--- config.mk ---
export PLATFORM = sky130hd
export DESIGN_NAME = aer_egress_queue
export DESIGN_NICKNAME = d
export VERILOG_FILES = /design/src/rtl/aer_egress_pkg.sv /design/src/rtl/eg_level_sync.sv /design/src/rtl/eg_fifo.sv /design/src/rtl/eg_handshake_fsm.sv /design/src/rtl/aer_egress_queue.sv
export SDC_FILE = /design/constraint.sdc
export NUM_CORES = 1
export LEC_CHECK = 0
export BUFFER_PORTS_ARGS = -buffer_cell sky130_fd_sc_hd__buf_2
export CORE_MARGIN = 8
export CORE_UTILIZATION = 35
export DETAILED_ROUTE_END_ITERATION = 10
export GPL_ROUTABILITY_DRIVEN = 0
export PLACE_DENSITY = 0.64
export SYNTH_ARGS = -nofsm -noshare
export SYNTH_HDL_FRONTEND = slang
export SYNTH_SLANG_ARGS = --single-unit
--- constraint.sdc ---
create_clock -name clk -period 2.1 [get_ports clk]
set_input_delay 0.315 -clock clk [delete_from_list [all_inputs] [get_ports clk]]
set_output_delay 0.315 -clock clk [all_outputs]
set_load 0.01 [all_outputs]
--- src/rtl/aer_egress_pkg.sv ---
package aer_egress_pkg;

  localparam int EG_DATA_W = 8;
  localparam int EG_DEPTH  = 4;

  typedef enum logic [1:0] {
    EG_IDLE  = 2'd0,
    EG_DRIVE = 2'd1,
    EG_WREL  = 2'd2
  } eg_state_t;

endpackage

--- src/rtl/eg_level_sync.sv ---
module eg_level_sync #(
  parameter int STAGES = 2
) (
  input  logic clk,
  input  logic rst,
  input  logic d_async,
  output logic q_sync
);

  logic [STAGES-1:0] chain;

  generate
    if (STAGES == 1) begin : g_single
      always_ff @(posedge clk) begin
        if (rst) chain <= '0;
        else     chain <= d_async;
      end
    end else begin : g_multi
      always_ff @(posedge clk) begin
        if (rst) chain <= '0;
        else     chain <= {chain[STAGES-2:0], d_async};
      end
    end
  endgenerate

  assign q_sync = chain[STAGES-1];

  // The synchronised level can only rise after the raw input was high.
  AST_SYNC_FOLLOWS: assert property (@(posedge clk) disable iff (rst)
    $rose(q_sync) |-> $past(chain[0])) else $error("sync rose without input");

endmodule

--- src/rtl/eg_fifo.sv ---
module eg_fifo #(
  parameter int DATA_W = 8,
  parameter int DEPTH  = 4
) (
  input  logic              clk,
  input  logic              rst,
  input  logic              push,
  input  logic [DATA_W-1:0] wdata,
  input  logic              pop,
  output logic [DATA_W-1:0] head,
  output logic              full,
  output logic              empty,
  output logic [$clog2(DEPTH+1)-1:0] count
);

  localparam int AW    = (DEPTH > 1) ? $clog2(DEPTH) : 1;
  localparam int CNT_W = $clog2(DEPTH+1);
  localparam logic [CNT_W-1:0] FULL_CNT = CNT_W'(DEPTH);
  localparam logic [AW-1:0]    LAST_IDX = AW'(DEPTH-1);

  logic [DATA_W-1:0] mem [DEPTH];
  logic [AW-1:0]     wr_ptr, rd_ptr;
  logic [CNT_W-1:0]  cnt_q;
  logic              do_push, do_pop;

  assign do_pop  = pop && (cnt_q != '0);
  assign do_push = push && ((cnt_q != FULL_CNT) || do_pop);

  // storage: no reset, single write port, suitable for RAM inference
  always_ff @(posedge clk) begin
    if (do_push) mem[wr_ptr] <= wdata;
  end

  always_ff @(posedge clk) begin
    if (rst) begin
      wr_ptr <= '0;
      rd_ptr <= '0;
      cnt_q  <= '0;
    end else begin
      if (do_push) wr_ptr <= (wr_ptr == LAST_IDX) ? '0 : wr_ptr + 1'b1;
      if (do_pop)  rd_ptr <= (rd_ptr == LAST_IDX) ? '0 : rd_ptr + 1'b1;
      case ({do_push, do_pop})
        2'b10:   cnt_q <= cnt_q + 1'b1;
        2'b01:   cnt_q <= cnt_q - 1'b1;
        default: cnt_q <= cnt_q;
      endcase
    end
  end

  assign head  = mem[rd_ptr];
  assign count = cnt_q;
  assign full  = (cnt_q == FULL_CNT);
  assign empty = (cnt_q == '0);

  AST_NO_OVERFLOW: assert property (@(posedge clk) disable iff (rst)
    cnt_q <= FULL_CNT) else $error("occupancy above depth");
  AST_FULL_DISCARD: assert property (@(posedge clk) disable iff (rst)
    (full && push && !pop) |=> (count == FULL_CNT)) else $error("overfill");
  AST_PUSH_POP_SAME: assert property (@(posedge clk) disable iff (rst)
    (push && pop && !empty) |=> $stable(count)) else $error("push+pop changed count");
  AST_NO_UNDERFLOW: assert property (@(posedge clk) disable iff (rst)
    pop |-> !empty) else $error("pop of empty fifo");

endmodule

--- src/rtl/eg_handshake_fsm.sv ---
module eg_handshake_fsm
  import aer_egress_pkg::*;
#(
  parameter int DATA_W = 8
) (
  input  logic              clk,
  input  logic              rst,
  input  logic              ack_sync,
  input  logic              q_empty,
  input  logic [DATA_W-1:0] q_head,
  output logic              q_pop,
  output logic              req,
  output logic [DATA_W-1:0] payload,
  output logic [DATA_W-1:0] last,
  output logic              busy
);

  eg_state_t state;

  assign q_pop = (state == EG_DRIVE) && ack_sync;

  always_ff @(posedge clk) begin
    if (rst) begin
      state   <= EG_IDLE;
      req     <= 1'b0;
      payload <= '0;
      last    <= '0;
      busy    <= 1'b0;
    end else begin
      unique case (state)
        EG_IDLE: begin
          if (!q_empty) begin
            state   <= EG_DRIVE;
            payload <= q_head;
            req     <= 1'b1;
            busy    <= 1'b1;
          end
        end
        EG_DRIVE: begin
          if (ack_sync) begin
            state <= EG_WREL;
            req   <= 1'b0;
            last  <= payload;
          end
        end
        EG_WREL: begin
          if (!ack_sync) begin
            state <= EG_IDLE;
            busy  <= 1'b0;
          end
        end
        default: begin
          state <= EG_IDLE;
          req   <= 1'b0;
          busy  <= 1'b0;
        end
      endcase
    end
  end

  AST_PAYLOAD_STABLE: assert property (@(posedge clk) disable iff (rst)
    (req && !ack_sync) |=> $stable(payload)) else $error("payload moved under req");
  AST_REQ_DROP: assert property (@(posedge clk) disable iff (rst)
    (req && ack_sync) |=> !req) else $error("req held after ack");
  AST_NO_REQ_WREL: assert property (@(posedge clk) disable iff (rst)
    (state == EG_WREL) |-> !req) else $error("req in wait-release");
  AST_LAST_ON_POP: assert property (@(posedge clk) disable iff (rst)
    q_pop |=> (last == $past(payload))) else $error("last not captured");
  AST_BUSY_STATE: assert property (@(posedge clk) disable iff (rst)
    busy == (state != EG_IDLE)) else $error("busy mismatch");

endmodule

--- src/rtl/aer_egress_queue.sv ---
module aer_egress_queue
  import aer_egress_pkg::*;
#(
  parameter int DATA_W      = EG_DATA_W,
  parameter int DEPTH       = EG_DEPTH,
  parameter int SYNC_STAGES = 2,
  localparam int CNT_W      = $clog2(DEPTH+1)
) (
  input  logic              clk,
  input  logic              rst,
  input  logic              push_valid,
  input  logic [DATA_W-1:0] push_data,
  input  logic              ack_in,
  output logic              req_out,
  output logic [DATA_W-1:0] payload_out,
  output logic [DATA_W-1:0] last_out,
  output logic              fifo_full,
  output logic              fifo_empty,
  output logic [CNT_W-1:0]  fifo_count,
  output logic              out_busy
);

  logic              ack_s;
  logic              pop;
  logic [DATA_W-1:0] head;

  eg_level_sync #(.STAGES(SYNC_STAGES)) u_ack_sync (
    .clk     (clk),
    .rst     (rst),
    .d_async (ack_in),
    .q_sync  (ack_s)
  );

  eg_fifo #(.DATA_W(DATA_W), .DEPTH(DEPTH)) u_fifo (
    .clk   (clk),
    .rst   (rst),
    .push  (push_valid),
    .wdata (push_data),
    .pop   (pop),
    .head  (head),
    .full  (fifo_full),
    .empty (fifo_empty),
    .count (fifo_count)
  );

  eg_handshake_fsm #(.DATA_W(DATA_W)) u_fsm (
    .clk      (clk),
    .rst      (rst),
    .ack_sync (ack_s),
    .q_empty  (fifo_empty),
    .q_head   (head),
    .q_pop    (pop),
    .req      (req_out),
    .payload  (payload_out),
    .last     (last_out),
    .busy     (out_busy)
  );

  AST_REQ_NEEDS_DATA: assert property (@(posedge clk) disable iff (rst)
    $rose(req_out) |-> $past(!fifo_empty)) else $error("req without data");

endmodule

==> metrics.md <==
| Metric | Value |
|---|---|
| Slowest stage delay, CP | `370 ps` |
| Clock tree from TritonCTS | `built` |
| Maximum vdd drop | `0.0004690 V` |
| Fill cell count | `665` |
| Sum Neg Setup Slack | `0 ps` |
| First-pass DRT Iterations | `4` |
| Crit Path Category | `register to register` |
| Worst R2R Start | `u_fifo.count[1]` |
| Maximum clock rate | `504.7 MHz` |
| Yosys reg bits | `61` |
| Skew-Pair Late Insertion Delay | `340 ps` |
| DIE WIDTH | `100.0 µm` |
| Routed length per instance | `14.25 µm` |
| Clock Root Buffer | `clkbuf_8` |
| Final nets | `240` |
| Slew HR | `56.69%` |
| Synth Area in Adders | `3.850%` |
| Via-to-Cell Ratio | `4.571` |
| CP max-delay cell | `dfxtp_4` |
| Clk pin slew, worst setup/hold paths | `70 ps` |
| Startpoint types | `register` |
| Worst hold stages | `2` |
| R2R Path End | `u_fifo.count[2]` |
| Post-synthesis net count | `199` |
| Final setup viols | `0` |
| Worst path required time | `2370 ps` |
| Routed WL | `4590 µm` |
| Number of DRC markers in iteration 0 | `45` |
| Setup Buffers After CTS | `0` |
| Hold WS | `187.3 ps` |
| Met3 global-route usage | `3.875%` |
| # diodes | `0` |
| Cell area power density | `948.3 nW/µm²` |
| Final-report max-slew violation count | `0` |
| Post-Syn Area | `2470 µm²` |
| # H-tree levels | `3` |
| Critical path endpoint category | `register` |
| Max Root-Sink Buffers | `2` |
| Cells after Synth | `180` |
| Largest family of logic cells by synthesized area | `multiplexers` |
| Most common cell after layout, fill and taps aside | `buf_2` |
| Vias in the first global route | `1506` |
| Grt ovf | `0` |
| Hold Fails Final Rpt | `0` |
| Register area share after synthesis | `62.41%` |
| Largest cells by area after synthesis | `edfxtp_1 (39%), dfxtp_1 (24%), mux4_2 (7.3%), mux2i_1 (3.6%), ha_1 (3.0%)` |
| Synth Warn # | `0` |
| First-pass GRT wire length | `7541 µm` |
| Class of the worst hold path | `input pin to register` |
| R2R setup slack | `120 ps` |
| Hold endpoint | `u_ack_sync.chain[0]` |
| Status | `finished, final reports clean` |
| Fraction of layout cells with a size suffix above 1 | `34.07%` |
| Hold Startpoint | `ack_in` |
| Fin util | `43.42%` |
| Largest net degree at the start of global routing | `33` |
| DPL Wire Length | `3083 µm` |
| Clock sink count | `61` |
| Mux share of post-synthesis cell area | `11.40%` |
| Total number of vias | `1472` |
| Initial core utilization | `36.15%` |
| Row cnt | `30` |
| Overall routing resource usage | `10.02%` |
| Xor/xnor share of the synthesized area | `1.064%` |
| DIE AREA | `10000 µm²` |
| Simple-gate share of the synthesized area | `9.676%` |
| Finished Layout Cells | `322` |
| Worst EP arrival | `2250 ps` |
| Antenna violations before repair | `0` |
| I/O pin count | `35` |
| Core area | `6832 µm²` |
| Design area | `2967 µm²` |
| Leakage power | `0.001188 µW` |
| Fin crit period | `1982 ps` |
| Placed Cells | `306` |
| Worst reg2reg path depth | `9` |
| Die Span Y | `100.0 µm` |
| I/O Buffers | `34` |
| Post-synth cell types | `38` |
| M1 GR Usage | `11.75%` |
| Routed Antenna Nets | `0` |
| Crit share post-route | `94.36%` |
| RSZ-0062 raised after global routing | `false` |
| Avg Cell Area, Syn | `13.72 µm²` |
| Grt peak-use layer | `met2` |
| Crit-path most repeated cell | `inv_1` |
| Critical-path maximum fanout | `5` |
| Met2 Usage GRT | `14.93%` |
| Area Overhead vs Synth | `20.11%` |
| Clock skew | `6.958 ps` |
| Most frequent cells in the layout | `buf_2 (34), edfxtp_1 (32), dfxtp_1 (26)` |
| Compound-Gate Fraction of Synth Area | `6.535%` |
| CP cell instances | `nor3b_4 > a21boi_2 > inv_1 > ha_2 > inv_1 > fa_1 > xor2_1 > or3_1 > a21oi_2` |
| Synth top area share | `38.91%` |
| Slew @ Worst Pin | `648.8 ps` |
| DP Area | `2738 µm²` |
| CTS buffer count | `9` |
| DRC viols | `0` |
| Top cell type by total area after synthesis | `edfxtp_1` |
| Number of max-cap violations | `0` |
-- flip-flops by register name, indices dropped and copies added (netlist names) --
name,flops
u_fifo.wr_ptr,2
u_fsm.state,2
u_fsm.req,1
u_fsm.last,8
u_fifo.rd_ptr,2
u_ack_sync.chain,2
u_fifo.count,3
u_fsm.payload,8
u_fifo.mem,32
u_fsm.busy,1
-- cell type report --
type	instances	area [µm²]	area share (%)
Timing Repair Buffer	40	215.2	7.254
Sequential cell	61	1550	52.26
Clock buffer	9	123.9	4.175
Multi-Input combinational cell	100	825.8	27.84
Clock inverter	7	90.09	3.037
Inverter	9	41.29	1.392
Tap cell	96	120.1	4.049
-- layer usage --
layer	wire, µm	part of all wire (%)
met1	2136	47
met2	2117	46
met3	258	5.6
met4	77	1.7
met5	0	0
-- how the worst max path moves through the flow --
| stage | from | cells past startpoint | end | slack [ps] |
|---|---|---|---|---|
| finish | u_fifo.count[1] | 9 | u_fifo.count[2] | 120 |
| global route | u_fifo.count[1] | 9 | u_fifo.count[2] | 20 |
| CTS | u_fifo.count[0] | 9 | u_fifo.count[2] | 100 |
| detailed placement | u_fifo.count[0] | 9 | u_fifo.count[2] | 120 |
| global placement | u_fifo.count[0] | 9 | u_fifo.count[2] | 150 |
| floorplan | u_fifo.count[0] | 11 | u_fifo.count[2] | 6 |
-- synthesized netlist by cell type, drive strengths merged --
master,instances
mux4,8
o31ai,1
edfxtp,32
nor3,2
and2,4
nor2b,3
dlygate4sd1,1
dfxtp,29
or4,1
xnor2,1
a2bb2oi,1
clkbuf,1
a21boi,1
or3,2
mux2,1
mux2i,9
nand3,9
nand2b,2
or3b,2
a21oi,14
o21ai,12
nand2,1
buf,8
nor2,14
ha,6
fa,1
inv,9
xor2,2
or2,1
nand3b,1
nor3b,1
-- cells by family after synthesis --
| kind of cell | Yosys count |
|---|---|
| adders and majority gates | 7 |
| xor gates and xnor gates | 3 |
| muxes | 18 |
| AOI/OAI and AO/OA | 29 |
| buffers and inverters | 19 |
| and+or+nand+nor | 43 |
| DFF | 61 |
-- timing repair --
item	4_1_cts	5_1_grt
hold buffers	0	0
setup endpoints to repair	0	1
hold endpoints to repair	0	0
gates resized for setup	0	3
-- power by group --
part	total (µW)	leakage (µW)	internal, µW	switching (µW)
registers	1370	0.000532	1330	42.8
clock network	1130	0.000107	661	468
logic	311	0.000549	132	179
total	2810	0.00119	2120	689
-- worst max-delay path, delay by kind of cell (launching register included) --
family / cells / cell delay [ps]
AOI/OAI and AO/OA: 2 / 200
xor gates and xnor gates: 1 / 160
adders and majority gates: 2 / 540
buffers and inverters: 2 / 110
DFF: 1 / 370
and+or+nand+nor: 2 / 540
-- stage by stage --
step / total power [µW] / setup slack [ps]
4_1_cts: 2841 / 98.89
3_3_place_gp: 1702 / 148.7
5_1_grt: 2937 / 18.13
2_1_floorplan: 1618 / 5.608
6_report: 2813 / 118.5
3_5_place_dp: 1712 / 119.7
(Power assumes the default switching activity.)
